## src/rtl/modem_pkg.sv

```systemverilog
package modem_pkg;
  localparam int NUM_LINES = 4;
  localparam int LN_CTS = 0;
  localparam int LN_DSR = 1;
  localparam int LN_RI  = 2;
  localparam int LN_DCD = 3;
  localparam int FLOW_HYST = 4;
endpackage

```

## src/rtl/modem_sync.sv

```systemverilog
module modem_sync #(
  parameter int W      = 4,
  parameter int STAGES = 2
) (
  input  logic         clk_i,
  input  logic         rst_ni,
  input  logic [W-1:0] d_i,
  output logic [W-1:0] q_o
);
  logic [W-1:0] stg_q [STAGES];

  for (genvar s = 0; s < STAGES; s++) begin : g_stage
    always_ff @(posedge clk_i or negedge rst_ni) begin
      if (!rst_ni) stg_q[s] <= '1;  // idle pins are high
      else if (s == 0) stg_q[s] <= d_i;
      else stg_q[s] <= stg_q[(s > 0) ? s - 1 : 0];
    end
  end

  assign q_o = stg_q[STAGES-1];
endmodule

```

## src/rtl/modem_delta.sv

```systemverilog
module modem_delta #(
  parameter int W      = 4,
  parameter int RI_IDX = 2
) (
  input  logic         clk_i,
  input  logic         rst_ni,
  input  logic [W-1:0] lvl_i,
  input  logic         clr_i,
  output logic [W-1:0] flag_o
);
  logic [W-1:0] prev_q;
  logic [W-1:0] flag_q;
  logic [W-1:0] evt;

  for (genvar g = 0; g < W; g++) begin : g_evt
    if (g == RI_IDX) begin : g_trail
      assign evt[g] = prev_q[g] & ~lvl_i[g];
    end else begin : g_any
      assign evt[g] = prev_q[g] ^ lvl_i[g];
    end
  end

  always_ff @(posedge clk_i or negedge rst_ni) begin
    if (!rst_ni) begin
      prev_q <= '0;
      flag_q <= '0;
    end else begin
      prev_q <= lvl_i;
      flag_q <= (clr_i ? '0 : flag_q) | evt;  // new event beats clear
    end
  end

  assign flag_o = flag_q;
endmodule

```

## src/rtl/flow_gate.sv

```systemverilog
module flow_gate #(
  parameter int LVL_W = 7,
  parameter int THR_W = 6,
  parameter int HYST  = 4
) (
  input  logic             clk_i,
  input  logic             rst_ni,
  input  logic [LVL_W-1:0] level_i,
  input  logic [THR_W-1:0] thr_i,
  output logic             trig_o,
  output logic             hold_o
);
  localparam int CW = ((LVL_W > THR_W) ? LVL_W : THR_W) + 2;

  logic [CW-1:0] lvl_x, thr_x;
  logic          en, at_thr, below_band;
  logic          trig_q, hold_q;

  assign lvl_x      = CW'(level_i);
  assign thr_x      = CW'(thr_i);
  assign en         = thr_x >= CW'(HYST);
  assign at_thr     = en && (lvl_x >= thr_x);
  assign below_band = (lvl_x + CW'(HYST)) <= thr_x;

  always_ff @(posedge clk_i or negedge rst_ni) begin
    if (!rst_ni) begin
      trig_q <= 1'b0;
      hold_q <= 1'b0;
    end else begin
      trig_q <= at_thr;
      if (!en || below_band) hold_q <= 1'b0;
      else if (at_thr)       hold_q <= 1'b1;
    end
  end

  assign trig_o = trig_q;
  assign hold_o = hold_q;
endmodule

```

## src/rtl/uart_modem_flow.sv

```systemverilog
module uart_modem_flow
  import modem_pkg::*;
#(
  parameter int FIFO_DEPTH  = 64,
  parameter int THR_W       = 6,
  parameter int SYNC_STAGES = 2,
  localparam int LVL_W      = $clog2(FIFO_DEPTH + 1)
) (
  input  logic                 clk_i,
  input  logic                 rst_ni,
  input  logic                 cts_n_i,
  input  logic                 dsr_n_i,
  input  logic                 ri_n_i,
  input  logic                 dcd_n_i,
  input  logic                 stat_rd_i,
  input  logic                 flow_auto_i,
  input  logic                 rts_ctl_i,
  input  logic                 dtr_ctl_i,
  input  logic [THR_W-1:0]     flow_thr_i,
  input  logic [LVL_W-1:0]     fifo_level_i,
  output logic [NUM_LINES-1:0] line_state_o,
  output logic [NUM_LINES-1:0] delta_o,
  output logic                 modem_irq_o,
  output logic                 flow_trig_o,
  output logic                 rts_n_o,
  output logic                 dtr_n_o
);
  logic [NUM_LINES-1:0] pins_n, pins_sync_n, lvl;
  logic                 hold;

  always_comb begin
    pins_n         = '1;
    pins_n[LN_CTS] = cts_n_i;
    pins_n[LN_DSR] = dsr_n_i;
    pins_n[LN_RI]  = ri_n_i;
    pins_n[LN_DCD] = dcd_n_i;
  end

  modem_sync #(.W(NUM_LINES), .STAGES(SYNC_STAGES)) u_sync (
    .clk_i (clk_i), .rst_ni(rst_ni), .d_i(pins_n), .q_o(pins_sync_n)
  );

  assign lvl = ~pins_sync_n;

  modem_delta #(.W(NUM_LINES), .RI_IDX(LN_RI)) u_delta (
    .clk_i (clk_i), .rst_ni(rst_ni), .lvl_i(lvl), .clr_i(stat_rd_i), .flag_o(delta_o)
  );

  flow_gate #(.LVL_W(LVL_W), .THR_W(THR_W), .HYST(FLOW_HYST)) u_flow (
    .clk_i (clk_i), .rst_ni(rst_ni), .level_i(fifo_level_i), .thr_i(flow_thr_i),
    .trig_o(flow_trig_o), .hold_o(hold)
  );

  assign line_state_o = lvl;
  assign modem_irq_o  = |delta_o;
  assign rts_n_o      = flow_auto_i ? hold : ~rts_ctl_i;
  assign dtr_n_o      = ~dtr_ctl_i;
endmodule

```

## config.mk

```make
export PLATFORM = sky130hd
export DESIGN_NAME = uart_modem_flow
export DESIGN_NICKNAME = d
export VERILOG_FILES = /design/src/rtl/modem_pkg.sv /design/src/rtl/modem_sync.sv /design/src/rtl/modem_delta.sv /design/src/rtl/flow_gate.sv /design/src/rtl/uart_modem_flow.sv
export SDC_FILE = /design/constraint.sdc
export NUM_CORES = 1
export LEC_CHECK = 0
export ABC_AREA = 1
export BUFFER_PORTS_ARGS = -buffer_cell sky130_fd_sc_hd__buf_2
export CORE_MARGIN = 2
export CORE_UTILIZATION = 35
export CTS_CLUSTER_SIZE = 25
export DETAILED_ROUTE_END_ITERATION = 6
export GPL_TIMING_DRIVEN = 0
export PLACE_DENSITY = 0.59
export SLEW_MARGIN = 20
export SYNTH_ARGS = -nofsm -noshare
export SYNTH_HDL_FRONTEND = slang
export SYNTH_HIERARCHICAL = 1
export SYNTH_SLANG_ARGS = --single-unit
```

## constraint.sdc

```tcl
create_clock -name clk_i -period 1.21 [get_ports clk_i]
set_input_delay 0.121 -clock clk_i [delete_from_list [all_inputs] [get_ports clk_i]]
set_output_delay 0.121 -clock clk_i [all_outputs]
set_load 0.01 [all_outputs]
```

==> summary.txt <==
cell area after synthesis: 1020 um^2
Final Slew Violations: 0
Ant. Diodes: 0
H-tree levels: 1
Worst Setup Path Type: flip-flop to output pin
final instance area: 1330 um^2
leak pwr: 0.733 nW
Worst-path clk slew: 0.10 ns
DRT iter0 DRCs: 25
Vias: 835
pin count of the biggest net entering global routing: 19
clk sinks: 18
IO buf count: 34
vias in the first global route: 774
relative slew slack: 73.7%
most frequent cell after synthesis: inv_1
top-area cell type share of the netlist area: 24.6%
number of top-level pins: 35
post-route ant nets: 0
Tcrit/Tclk final: 96.7%
layout cell share with drive strength beyond 1: 35.3%
clock tree buffer depth: 2
P&R area growth vs syn: 30.6%
maxcap violations: 0
Tightest Pin Transition: 0.394 ns
number of placed instances, taps included: 181
CP Data Required Time: 1.09 ns
Fin. Hold Viols: 0
Yosys top cell by area: dfrtp_1
Post-synth EDFFs: 0
DR pass1 iterations: 4
Area after DPL: 1230 um^2
Worst path max stage delay: 0.54 ns
global-route wire length before repair: 3.11 mm
Syn Nets: 150
fin cells: 187
Detailed Place HPWL: 1.43 mm
total die area: 3350 um^2
Power per Cell Area: 1010 nW/um^2
ys async rst share: 100%
Crit Path Max Fanout: 4
CP startpoint: u_sync/q_o[1]$_DFF_PN1_
WP buf/inv: 3
Avg Cell Area, Syn: 8.77 um^2
post-synth cell types: 21
Synth Warn #: 6
Setup crit end kind: output pin
CTS buffer count: 3
TritonCTS clock tree: done
residual DRC count: 0
worst-path cell chain: buf_6, inv_4, buf_6
share of the yosys chip area belonging to registers: 45.3%
fin crit period: 1.17 ns
Synth Flop Type: dfrtp_1
hold slack: 0.105 ns
critical path's most frequent cell: buf_6
Die Wd: 57.9 um
Overall Global Routing Usage: 12.0%
Avg WL per Cell: 9.42 um
GPL Wtd Cong: 0.813
clk root buf: clkbuf_4
Final nets: 191
cells after synthesis: 116
Initial Util: 36.9%
Post-Route Skew: 0.000142 ns
gr ovfl total: 0
top cells by area, synth: dfrtp_1, dfstp_2, ha_1
core area: 2760 um^2
Die Y: 57.9 um
top cells by instance count after synthesis: inv_1, nand2_1, ha_1, dfrtp_1, nand3_1
largest vdd supply drop: 0.000530 V
routed vias/inst: 4.47
clk_lat worst skew: 0.28 ns
Fmax: 0.855 GHz
Final setup viols: 0
start of the worst register-to-register path: u_sync/q_o[1]$_DFF_PN1_
initial antenna violation count: 0
worst hold start: stat_rd_i
FF+latch count, synth: 18
CP top delay family: flip-flops
routed wire length: 1.76 mm
RSZ-0062 raised after global routing: yes
status: complete, no violations
WP data arrival: 1.05 ns
number of setup buffers added after CTS: 0
Slowest-stage cell, CP: dfstp_2
Hold Path Class: input port to flip-flop
setup TNS: 0 ns
crit start category: flip-flop
row count: 19
[power breakdown]
group          internal (mW)  total (mW)  switching [mW]
clock                  0.183       0.357           0.174
sequential             0.655       0.677          0.0228
combinational          0.142       0.301           0.159
[layout make-up]
| type | instances | area [um^2] |
|---|---|---|
| clock buffer | 4 | 36.3 |
| inverter | 26 | 108 |
| multi-input combinational | 68 | 429 |
| fill | 278 | 1430 |
| tap | 31 | 38.8 |
| timing repair buffer | 39 | 245 |
| sequential | 18 | 460 |
| buffer | 1 | 11.3 |
[flip-flops by register name (all words and copies together), names as in the netlist]
register / count
u_delta/flag_o: 4
u_delta/prev_q: 4
u_flow/hold_o: 1
u_flow/trig_o: 1
u_sync/q_o: 4
u_sync/stg_q: 4
[cell usage in the layout (no fill, tap or decap)]
master / count
a21boi_1: 2
a21o_1: 1
a21oi_1: 5
a21oi_2: 1
buf_2: 30
buf_6: 5
clkbuf_4: 3
clkbuf_8: 1
dfrtp_1: 10
dfstp_2: 8
dlygate4sd3_1: 5
ha_1: 11
inv_1: 21
inv_2: 1
inv_4: 4
nand2_1: 23
nand3_1: 10
nand4_4: 1
nor2_1: 6
nor3_1: 1
o21ai_1: 2
o21ai_2: 1
o21bai_1: 1
or2_1: 1
xor2_1: 2
[tightest hold or removal path, stage by stage]
cell and delay, ns:
buf_2 0.08, inv_2 0.04, nand2_1 0.06, o21ai_2 0.05
[routing by layer]
layer | vias up | global-route usage, % | share of wire [%]
met5 | - | 0 | 0
met3 | 2 | 2.01 | 5.1
li1 | 435 | - | -
met2 | 24 | 20.9 | 50
met1 | 374 | 13.9 | 44
met4 | 0 | 6.98 | 1.3
[what timing repair did]
| action | 4_1_cts | 5_1_grt |
|---|---|---|
| hold buffers | 5 | 0 |
| endpoints found under the hold margin | 14 | 0 |
| pin swaps | 0 | 0 |
| setup endpoints to repair | 4 | 5 |
| gates resized for setup | 6 | 8 |
[kinds of logic (layout without fill, tap and decap cells)]
family / Yosys count / count (layout) / share of synthesized area, %
AO/OA/AOI/OAI: 13 / 13 / 8.12
XOR/XNOR: 2 / 2 / 1.72
adder cells (fa/ha/maj): 11 / 11 / 13.5
buffers and inverters: 30 / 70 / 12.5
flip-flops: 18 / 18 / 45.3
AND/OR/NAND/NOR: 42 / 42 / 18.8
[per-stage QoR]
step	setup WS [ns]	total power, mW	utilization (%)
finish	0.0398	1.34	48.2
global route	-0.0132	1.44	48.2
CTS	0.00214	1.36	48.0
detailed placement	-0.233	0.970	44.5
global placement	-0.198	0.957	44.5
floorplan	0.0132	0.854	-
[final timing paths]
| check | end | slack, ns | depth (start not counted) |
|---|---|---|---|
| worst max register to register | u_delta/flag_o[1]$_DFF_PN0_ | 0.34 | 5 |
| worst max-delay path | line_state_o[1] | 0.04 | 3 |
| max in group asynchronous | u_sync/q_o[3]$_DFF_PN1_ | 0.60 | 2 |
| worst min register to register | u_sync/q_o[1]$_DFF_PN1_ | 0.36 | 0 |
| min in group asynchronous | u_delta/prev_q[1]$_DFF_PN0_ | 0.28 | 2 |
| worst min-delay path | u_delta/flag_o[2]$_DFF_PN0_ | 0.10 | 4 |
Note: power is estimated with default switching activity, not from simulation.
